--- src/rtl/clamp_pkg.sv ---
package clamp_pkg;
  typedef enum logic [1:0] {
    CAD_EVERY = 2'b00,
    CAD_DIV_A = 2'b01,
    CAD_DIV_B = 2'b10,
    CAD_VSYNC = 2'b11
  } cadence_e;

  typedef enum logic [1:0] {
    ST_IDLE,
    ST_WAIT,
    ST_ACTIVE
  } clamp_st_e;

  // suggested register-file reset values
  localparam int unsigned RST_PLACE   = 8;
  localparam int unsigned RST_DUR     = 32;
  localparam logic        RST_POL_HI  = 1'b1;
  localparam logic [1:0]  RST_CADENCE = 2'b11;
endpackage

--- src/rtl/clamp_timer.sv ---
module clamp_timer
  import clamp_pkg::*;
#(
  parameter int CNT_W = 8
) (
  input  logic             clk_i,
  input  logic             rst_ni,
  input  logic             hsync_i,
  input  logic [CNT_W-1:0] place_i,
  input  logic [CNT_W-1:0] dur_i,
  output logic             active_o,
  output logic             end_o
);
  localparam logic [CNT_W-1:0] ONE  = CNT_W'(1);
  localparam logic [CNT_W-1:0] ZERO = '0;

  clamp_st_e        st_q;
  logic [CNT_W-1:0] cnt_q;
  logic             hs_q;
  logic             fall;

  assign fall     = hs_q & ~hsync_i;
  assign active_o = (st_q == ST_ACTIVE);
  // restart wins over a window closing in the same cycle
  assign end_o    = (st_q == ST_ACTIVE) && (cnt_q <= ONE) && !fall;

  always_ff @(posedge clk_i or negedge rst_ni) begin
    if (!rst_ni) begin
      st_q  <= ST_IDLE;
      cnt_q <= ZERO;
      hs_q  <= 1'b0;
    end else begin
      hs_q <= hsync_i;
      if (fall) begin
        if (dur_i == ZERO) begin
          st_q <= ST_IDLE;
        end else if (place_i == ZERO) begin
          st_q  <= ST_ACTIVE;
          cnt_q <= dur_i;
        end else begin
          st_q  <= ST_WAIT;
          cnt_q <= place_i;
        end
      end else begin
        unique case (st_q)
          ST_WAIT: begin
            if (cnt_q <= ONE) begin
              if (dur_i == ZERO) begin
                st_q <= ST_IDLE;
              end else begin
                st_q  <= ST_ACTIVE;
                cnt_q <= dur_i;
              end
            end else begin
              cnt_q <= cnt_q - ONE;
            end
          end
          ST_ACTIVE: begin
            if (cnt_q <= ONE) st_q <= ST_IDLE;
            else              cnt_q <= cnt_q - ONE;
          end
          default: st_q <= ST_IDLE;
        endcase
      end
    end
  end
endmodule

--- src/rtl/ext_clamp_pol.sv ---
module ext_clamp_pol #(
  parameter int POL_W = 6
) (
  input  logic clk_i,
  input  logic rst_ni,
  input  logic ext_i,
  input  logic ovr_i,
  input  logic high_i,
  output logic act_o,
  output logic end_o
);
  localparam logic [POL_W-1:0] ONE   = POL_W'(1);
  localparam logic [POL_W-1:0] MAXV  = '1;
  localparam logic [POL_W-1:0] START = POL_W'((1 << (POL_W-1)) - 1);

  logic [POL_W-1:0] lvl_q;
  logic             ext_q;
  logic             act_d_q;
  logic             pol_high;

  // pin mostly low -> active high
  assign pol_high = ovr_i ? high_i : ~lvl_q[POL_W-1];
  assign act_o    = (ext_q == pol_high);
  assign end_o    = act_d_q & ~act_o;

  always_ff @(posedge clk_i or negedge rst_ni) begin
    if (!rst_ni) begin
      lvl_q   <= START;
      ext_q   <= 1'b0;
      act_d_q <= 1'b0;
    end else begin
      ext_q   <= ext_i;
      act_d_q <= act_o;
      if (ext_q && lvl_q != MAXV)       lvl_q <= lvl_q + ONE;
      else if (!ext_q && lvl_q != '0)   lvl_q <= lvl_q - ONE;
    end
  end
endmodule

--- src/rtl/offset_cadence.sv ---
module offset_cadence
  import clamp_pkg::*;
#(
  parameter int DIV_A = 16,
  parameter int DIV_B = 64
) (
  input  logic     clk_i,
  input  logic     rst_ni,
  input  logic     clamp_end_i,
  input  logic     vsync_i,
  input  logic     en_i,
  input  logic     hold_i,
  input  cadence_e cad_i,
  output logic     upd_o
);
  localparam int CW = $clog2(DIV_B);
  localparam logic [CW-1:0] MASK_A = CW'(DIV_A - 1);
  localparam logic [CW-1:0] LAST_B = CW'(DIV_B - 1);
  localparam logic [CW-1:0] ONE    = CW'(1);

  logic [CW-1:0] cnt_q;
  logic          vs_pend_q;
  logic          done_q;
  logic          upd_q;
  logic          qual;
  logic          fire;

  always_comb begin
    unique case (cad_i)
      CAD_EVERY: qual = 1'b1;
      CAD_DIV_A: qual = ((cnt_q & MASK_A) == MASK_A);
      CAD_DIV_B: qual = (cnt_q == LAST_B);
      default:   qual = vs_pend_q;
    endcase
  end

  assign fire  = clamp_end_i & qual & (hold_i | ~done_q);
  assign upd_o = upd_q;

  always_ff @(posedge clk_i or negedge rst_ni) begin
    if (!rst_ni) begin
      cnt_q     <= '0;
      vs_pend_q <= 1'b0;
      done_q    <= 1'b0;
      upd_q     <= 1'b0;
    end else if (!en_i) begin
      cnt_q     <= '0;
      vs_pend_q <= 1'b0;
      done_q    <= 1'b0;
      upd_q     <= 1'b0;
    end else begin
      upd_q <= fire;
      if (clamp_end_i) cnt_q <= cnt_q + ONE;
      if (vsync_i)                         vs_pend_q <= 1'b1;
      else if (fire && cad_i == CAD_VSYNC) vs_pend_q <= 1'b0;
      if (hold_i)    done_q <= 1'b0;
      else if (fire) done_q <= 1'b1;
    end
  end
endmodule

--- src/rtl/clamp_pulse_gen.sv ---
module clamp_pulse_gen
  import clamp_pkg::*;
#(
  parameter int CNT_W = 8,
  parameter int POL_W = 6,
  parameter int DIV_A = 16,
  parameter int DIV_B = 64
) (
  input  logic             clk_i,
  input  logic             rst_ni,
  input  logic             hsync_i,
  input  logic             vsync_i,
  input  logic             ext_clamp_i,
  input  logic [CNT_W-1:0] place_i,
  input  logic [CNT_W-1:0] dur_i,
  input  logic             src_ext_i,
  input  logic             ext_pol_ovr_i,
  input  logic             ext_pol_high_i,
  input  logic             ao_en_i,
  input  logic             ao_hold_i,
  input  logic [1:0]       ao_cadence_i,
  output logic             clamp_o,
  output logic             offset_upd_o
);
  logic int_act, int_end, ext_act, ext_end, clamp_end;

  clamp_timer #(.CNT_W(CNT_W)) u_timer (
    .clk_i    (clk_i),
    .rst_ni   (rst_ni),
    .hsync_i  (hsync_i),
    .place_i  (place_i),
    .dur_i    (dur_i),
    .active_o (int_act),
    .end_o    (int_end)
  );

  ext_clamp_pol #(.POL_W(POL_W)) u_ext (
    .clk_i  (clk_i),
    .rst_ni (rst_ni),
    .ext_i  (ext_clamp_i),
    .ovr_i  (ext_pol_ovr_i),
    .high_i (ext_pol_high_i),
    .act_o  (ext_act),
    .end_o  (ext_end)
  );

  assign clamp_o   = src_ext_i ? ext_act : int_act;
  assign clamp_end = src_ext_i ? ext_end : int_end;

  offset_cadence #(.DIV_A(DIV_A), .DIV_B(DIV_B)) u_cad (
    .clk_i       (clk_i),
    .rst_ni      (rst_ni),
    .clamp_end_i (clamp_end),
    .vsync_i     (vsync_i),
    .en_i        (ao_en_i),
    .hold_i      (ao_hold_i),
    .cad_i       (cadence_e'(ao_cadence_i)),
    .upd_o       (offset_upd_o)
  );
endmodule

--- config.mk ---
export PLATFORM = sky130hd
export DESIGN_NAME = clamp_pulse_gen
export DESIGN_NICKNAME = d
export VERILOG_FILES = /design/src/rtl/clamp_pkg.sv /design/src/rtl/clamp_timer.sv /design/src/rtl/ext_clamp_pol.sv /design/src/rtl/offset_cadence.sv /design/src/rtl/clamp_pulse_gen.sv
export SDC_FILE = /design/constraint.sdc
export NUM_CORES = 1
export LEC_CHECK = 0
export ABC_CLOCK_PERIOD_IN_PS = 3430
export CAP_MARGIN = 20
export CORE_UTILIZATION = 35
export CTS_CLUSTER_DIAMETER = 200
export DETAILED_ROUTE_END_ITERATION = 8
export HOLD_SLACK_MARGIN = 0.05
export SLEW_MARGIN = 15
export SYNTH_ARGS = -nofsm -noshare
export SYNTH_HDL_FRONTEND = slang
export SYNTH_SLANG_ARGS = --single-unit
--- constraint.sdc ---
create_clock -name clk_i -period 3.43 [get_ports clk_i]
set_input_delay 0.343 -clock clk_i [delete_from_list [all_inputs] [get_ports clk_i]]
set_output_delay 0.343 -clock clk_i [all_outputs]
set_load 0.02 [all_outputs]
Word-level counts from Yosys, hierarchy flattened --
Index checks and enable logic that the tools add are counted.
Word-level totals: bits in registers 28
Operators by class: $lt $le $gt $ge 1, equal/unequal tests 17, $add $sub $neg 4, bitwise operators 9, reduce and logical (&&, ||, !) cells 15, multiplexer cells 29
Operators by type and width (number):
- 8-bit 2-to-1 mux | 6
- 6-bit 2-to-1 mux | 4
- 8-bit zero test | 2
- 8-bit case mux with 2 select lines | 1
- 6-bit by 1-bit adder with 6-bit output (second input constant) | 2
- 2-bit 2-to-1 mux | 6
- 1-bit 2-to-1 mux | 10
- 3-bit by 1-bit inequality test with 1-bit output (second input constant) | 3
- 8-bit by 1-bit <= comparator with 1-bit output (second input constant) | 1
- 8-bit by 1-bit subtractor with 8-bit output (second input constant) | 1
- 2-bit == test (second input constant) | 3
- 6-bit == test (second input constant) | 1
- 3-bit by 2-bit inequality test with 1-bit output (second input constant) | 2
- 6-bit inequality test (second input constant) | 1
- 6-bit nonzero test | 1
- 6-bit by 1-bit subtractor with 6-bit output (second input constant) | 1
- 1-bit logical AND | 5
- 1-bit AND | 4
- 2-bit by 1-bit == test with 1-bit output (second input constant) | 2
- 4-bit == test (second input constant) | 1
- 1-bit NOT | 4
- 2-bit case mux with 2 select lines | 1
- 4-bit AND reduction | 1
- 3-bit inequality test (second input constant) | 1
- 10 further kinds | 11

Depth between registers and ports, before layout --
depth in word-level cells 12, gate-level depth with buffers 8, depth with buffers taken out 8

By module --
Synthesis repeated with hierarchy kept, for this count alone.
Unflattened totals: cell total of the unflattened synthesis 199, area, all modules 1916.8 um2
Modules (own cells, without submodules):
- clamp_timer | area each 885.8 um2, instances 1, sequential area each 275.3 um2, cells each 103
- ext_clamp_pol | area each 538.0 um2, instances 1, sequential area each 206.4 um2, cells each 51
- offset_cadence | area each 470.5 um2, instances 1, sequential area each 225.2 um2, cells each 43
- clamp_pulse_gen | area each 22.5 um2, instances 1, sequential area each 0.0 um2, cells each 2

Worst setup path after synthesis --
No wires, ideal clock.
path kind reg2reg, start point register u_ext.lvl_q[0], end point register u_ext.lvl_q[5], data arrival time 2.406 ns, path slack 0.893 ns, library setup time 0.131 ns, cell stages (with the launch flop) 9, data required time 3.299 ns, path buffers 0, path through dfstp_2 > nand4_1 > o21ai_0 > ha_1 > a211oi_1 > o21bai_1 > a21oi_1 > mux2i_1 > or3_1
Between the ends: cells in the longest elaborated chain, start to end 3
Ends and longest elaborated chain:
- start: declaration | line ext_clamp_pol.sv:16 | logic [POL_W-1:0] lvl_q;
- start signal: assignment | line ext_clamp_pol.sv:34 | if (ext_q && lvl_q != MAXV) lvl_q <= lvl_q + ONE;
- start signal: assignment | line ext_clamp_pol.sv:35 | else if (!ext_q && lvl_q != '0) lvl_q <= lvl_q - ONE;
- 6-bit by 1-bit subtractor with 6-bit output (tied with other cells) | line ext_clamp_pol.sv:35
- 6-bit 2-to-1 mux (tied with other cells) | line ext_clamp_pol.sv:35
- 6-bit 2-to-1 mux / 2-bit nonzero test (equally long branches)
Several ways; a longest one is shown, not always the timed one. The select of a mux whose other input is x is not followed. A chain may end at the register's enable or synchronous reset.

Worst setup path in the final report --
Same ends and word-level chain as after synthesis.

==> summary.md <==
| Metric | Value |
|---|---|
| Slew @ Worst Pin | about 0.73 ns |
| Layout cell share with drive strength beyond 1 | 0.0820 |
| Crit path launch type | flip-flop |
| Critical Path Fanout Max | 6 |
| Status | complete, no violations |
| Pwr Total | approximately 1500 uW |
| Layout fillers | 516 |
| Maximum vdd drop | 422 uV |
| Relative slew slack | 0.506 |
| Area after DPL | roughly 0.0023 mm2 |
| Post-synth EDFFs | 0 |
| Initial antenna violation count | 0 |
| CTS Hold Bufs | 0 |
| Initial core utilization | 0.373 |
| Worst-Skew Late Latency | approximately 0.28 ns |
| Post-route non-filler standard cell count | 326 |
| Vias per Instance | 5.37 |
| DR vias | 1752 |
| Max Cap Violations | 0 |
| Max frequency | roughly 340 MHz |
| # placed instances | about 320 |
| H-tree Lvls | 1 |
| Distinct cell type count after synthesis | just over 50 |
| Syn avg cell area | around 8.6 um2 |
| Die height | about 77 um |
| Synth Cell Area | slightly below 0.002 mm2 |
| Drt pass-1 iters | 4 |
| DRC errors left | 0 |
| Crit path DAT | between 3 and 4 ns |
| Area growth from synthesis to layout | 21.8% |
| CP Data Required Time | between 3 and 4 ns |
| Met2 wire length | approximately 2000 um |
| Clock root buffer | clkbuf_8 |
| Leakage | about 0.00094 uW |
| Most used DFF post-synth | dfrtp_1 |
| Pin count of the biggest net entering global routing | 29 |
| Met3 wire len | 213 um |
| Post-route cell area | ~0.0024 mm2 |
| CTS max path bufs | 2 |
| RSZ-0062 raised after global routing | no |
| Final Wtd Congestion | roughly 0.86 |
| IO Pins | 30 |
| Setup TNS | 0 ns |
| DR iter-0 viols | between 60 and 70 |
| Pwr/cell area | about 630 mW/mm2 |
| IO Port Bufs | 29 |
| Dpl hpwl | approximately 3400 um |
| Final Skew | roughly 0.009 ns |
| Synth Instances | 227 |
| Critical Setup Path Class | reg -> reg |
| Core area | roughly 0.0052 mm2 |
| Diode count | 0 |
| Worst min path class | in -> async |
| Global-route wire length before repair | between 7000 and 8000 um |
| Resized Gates After CTS | 0 |
| Final hold violation count | 0 |
| Worst R2R Path Depth | 8 |
| CTS tree | done |
| WL per Instance | approximately 14 um |
| Max Slew Vio Count | 0 |
| Total GRT Usage | 0.167 |
| Remaining global-route overflow | 0 |
| Die width | ~77 um |
| Tcrit/Tclk final | 0.848 |
| Clock sinks | 28 |
| Highest metal used | met4 |
| Endpoint class of the critical path | flip-flop |
| Post-synth ARST share | 1.00 |
| Vias in the first global route | approximately 1700 |
| Syn. warnings | 0 |
| Sequential share of the synthesized area | 0.362 |
| Synthesized Nets | roughly 270 |
| Post-route ant nets | 0 |
| Cts bufs inserted | 3 |
| Flops & latches, synth | 28 |
| Met1 WL | around 2200 um |
| # setup viols final | 0 |
| Post-layout nets | ~300 |
| Shortest period the worst path allows | 2.91 ns |
| # Post-CTS Setup Buffers | 0 |
| Clock slew at reported path FFs | ~0.1 ns |
| Full die area | 0.00588 mm2 |
| DRT Wirelength | roughly 4500 um |
| Final hold slack | around 0.44 ns |
| Std-Cell Rows | 26 |
-- area by class of cell --
| class | instances | area [um2] | area share |
|---|---|---|---|
| clock buffer | 4 | 55.1 | 0.0231 |
| multi-input combinational | 185 | 1190 | 0.502 |
| inverter | 8 | 30.0 | 0.0126 |
| sequential | 28 | 707 | 0.297 |
| timing repair buffer | 31 | 305 | 0.128 |
| tap | 70 | 87.6 | 0.0368 |
-- cell usage in the layout, fill, tap and decap left out, types with 3 or more instances in the layout --
cell,Yosys,routed
nor2_1,27,27
or4_1,3,3
nand3_1,4,4
nor4_1,4,4
dfrtp_1,23,23
mux2i_1,5,5
clkbuf_8,0,4
a21oi_1,12,12
ha_1,9,9
clkdlybuf4s50_1,0,29
nand2b_1,5,5
nand4_1,3,3
o21ai_0,20,20
and3_1,4,4
nand2_1,25,25
xor2_1,4,4
inv_1,8,8
nor3_1,8,8
o41ai_1,4,4
dfstp_2,5,5
a211oi_1,10,10
-- cell usage after synthesis, drive strengths merged, types with 2 or more instances --
library cell / count / share of area
a211oi: 10 / 0.038
a21o: 2 / 0.0077
a21oi: 12 / 0.031
a31oi: 2 / 0.0064
and2: 2 / 0.0064
and3: 4 / 0.013
clkbuf: 6 / 0.012
dfrtp: 23 / 0.29
dfstp: 5 / 0.067
ha: 9 / 0.058
inv: 8 / 0.015
mux2i: 5 / 0.026
nand2: 26 / 0.051
nand2b: 5 / 0.016
nand3: 4 / 0.010
nand4: 3 / 0.0096
nand4b: 2 / 0.0090
nor2: 27 / 0.052
nor3: 8 / 0.021
nor4: 6 / 0.030
o21ai: 21 / 0.054
o221ai: 2 / 0.012
o22ai: 2 / 0.0064
o31ai: 2 / 0.0077
o41ai: 5 / 0.026
or3: 2 / 0.0064
or4: 4 / 0.017
xor2: 4 / 0.018
-- cells by family (layout without fill, tap and decap cells) --
| logic type | after synthesis | count (layout) | synth area share |
|---|---|---|---|
| XOR/XNOR | 5 | 5 | 0.0224 |
| buffers and inverters | 14 | 43 | 0.0269 |
| multiplexers | 6 | 6 | 0.0314 |
| flip-flops | 28 | 28 | 0.362 |
| AND/OR/NAND/NOR | 100 | 100 | 0.275 |
| AO/OA/AOI/OAI | 64 | 64 | 0.215 |
| adder cells (fa/ha/maj) | 10 | 10 | 0.0679 |
-- critical path, cell delays in order (launching register included) --
cell and delay, ns:
dfstp_2 0.60, nand4_1 0.11, o21ai_0 0.60, ha_1 0.38
a211oi_1 0.23, o21bai_1 0.11, a21oi_1 0.28, mux2i_1 0.11
or3_1 0.36
-- registers in the layout (all words and copies together) (netlist names) --
name             flops
u_ext.act_d_q        1
u_ext.lvl_q          6
u_ext.ext_q          1
u_cad.cnt_q          6
u_cad.vs_pend_q      1
u_timer.st_q         2
u_cad.done_q         1
u_cad.upd_o          1
u_timer.hs_q         1
u_timer.cnt_q        8
-- layer usage --
layer	track usage	vias up
met5	0	-
met4	0.0615	0
met3	0.0286	7
met2	0.268	43
met1	0.224	799
li1	-	903
-- per-stage QoR --
step / utilization / setup slack, ns
floorplan: - / 0.893
global placement: 0.444 / 0.675
detailed placement: 0.444 / 0.571
CTS: 0.454 / 0.556
global route: 0.454 / 0.318
finish: 0.454 / 0.520
-- report_power, final --
| group | switching (uW) | leakage, uW | internal, uW |
|---|---|---|---|
| clock | 108 | 0.0000288 | 103 |
| combinational | 364 | 0.000563 | 325 |
| sequential | 139 | 0.000347 | 455 |
-- path summary, 6_finish.rpt --
| check | startpoint | endpoint | slack [ns] |
|---|---|---|---|
| worst max-delay path | u_ext.lvl_q[0] | u_ext.lvl_q[5] | 0.52 |
| worst min-delay path | rst_ni | u_timer.cnt_q[7] | 0.44 |
| worst max register to register | u_ext.lvl_q[0] | u_ext.lvl_q[5] | 0.52 |
| worst min register to register | u_timer.st_q[0] | u_timer.st_q[0] | 0.53 |
| max in group asynchronous | rst_ni | u_ext.lvl_q[3] | 2.67 |
| min in group clk_i | ext_clamp_i | u_ext.ext_q | 0.48 |
No activity file was read; power rests on OpenSTA's default activity.
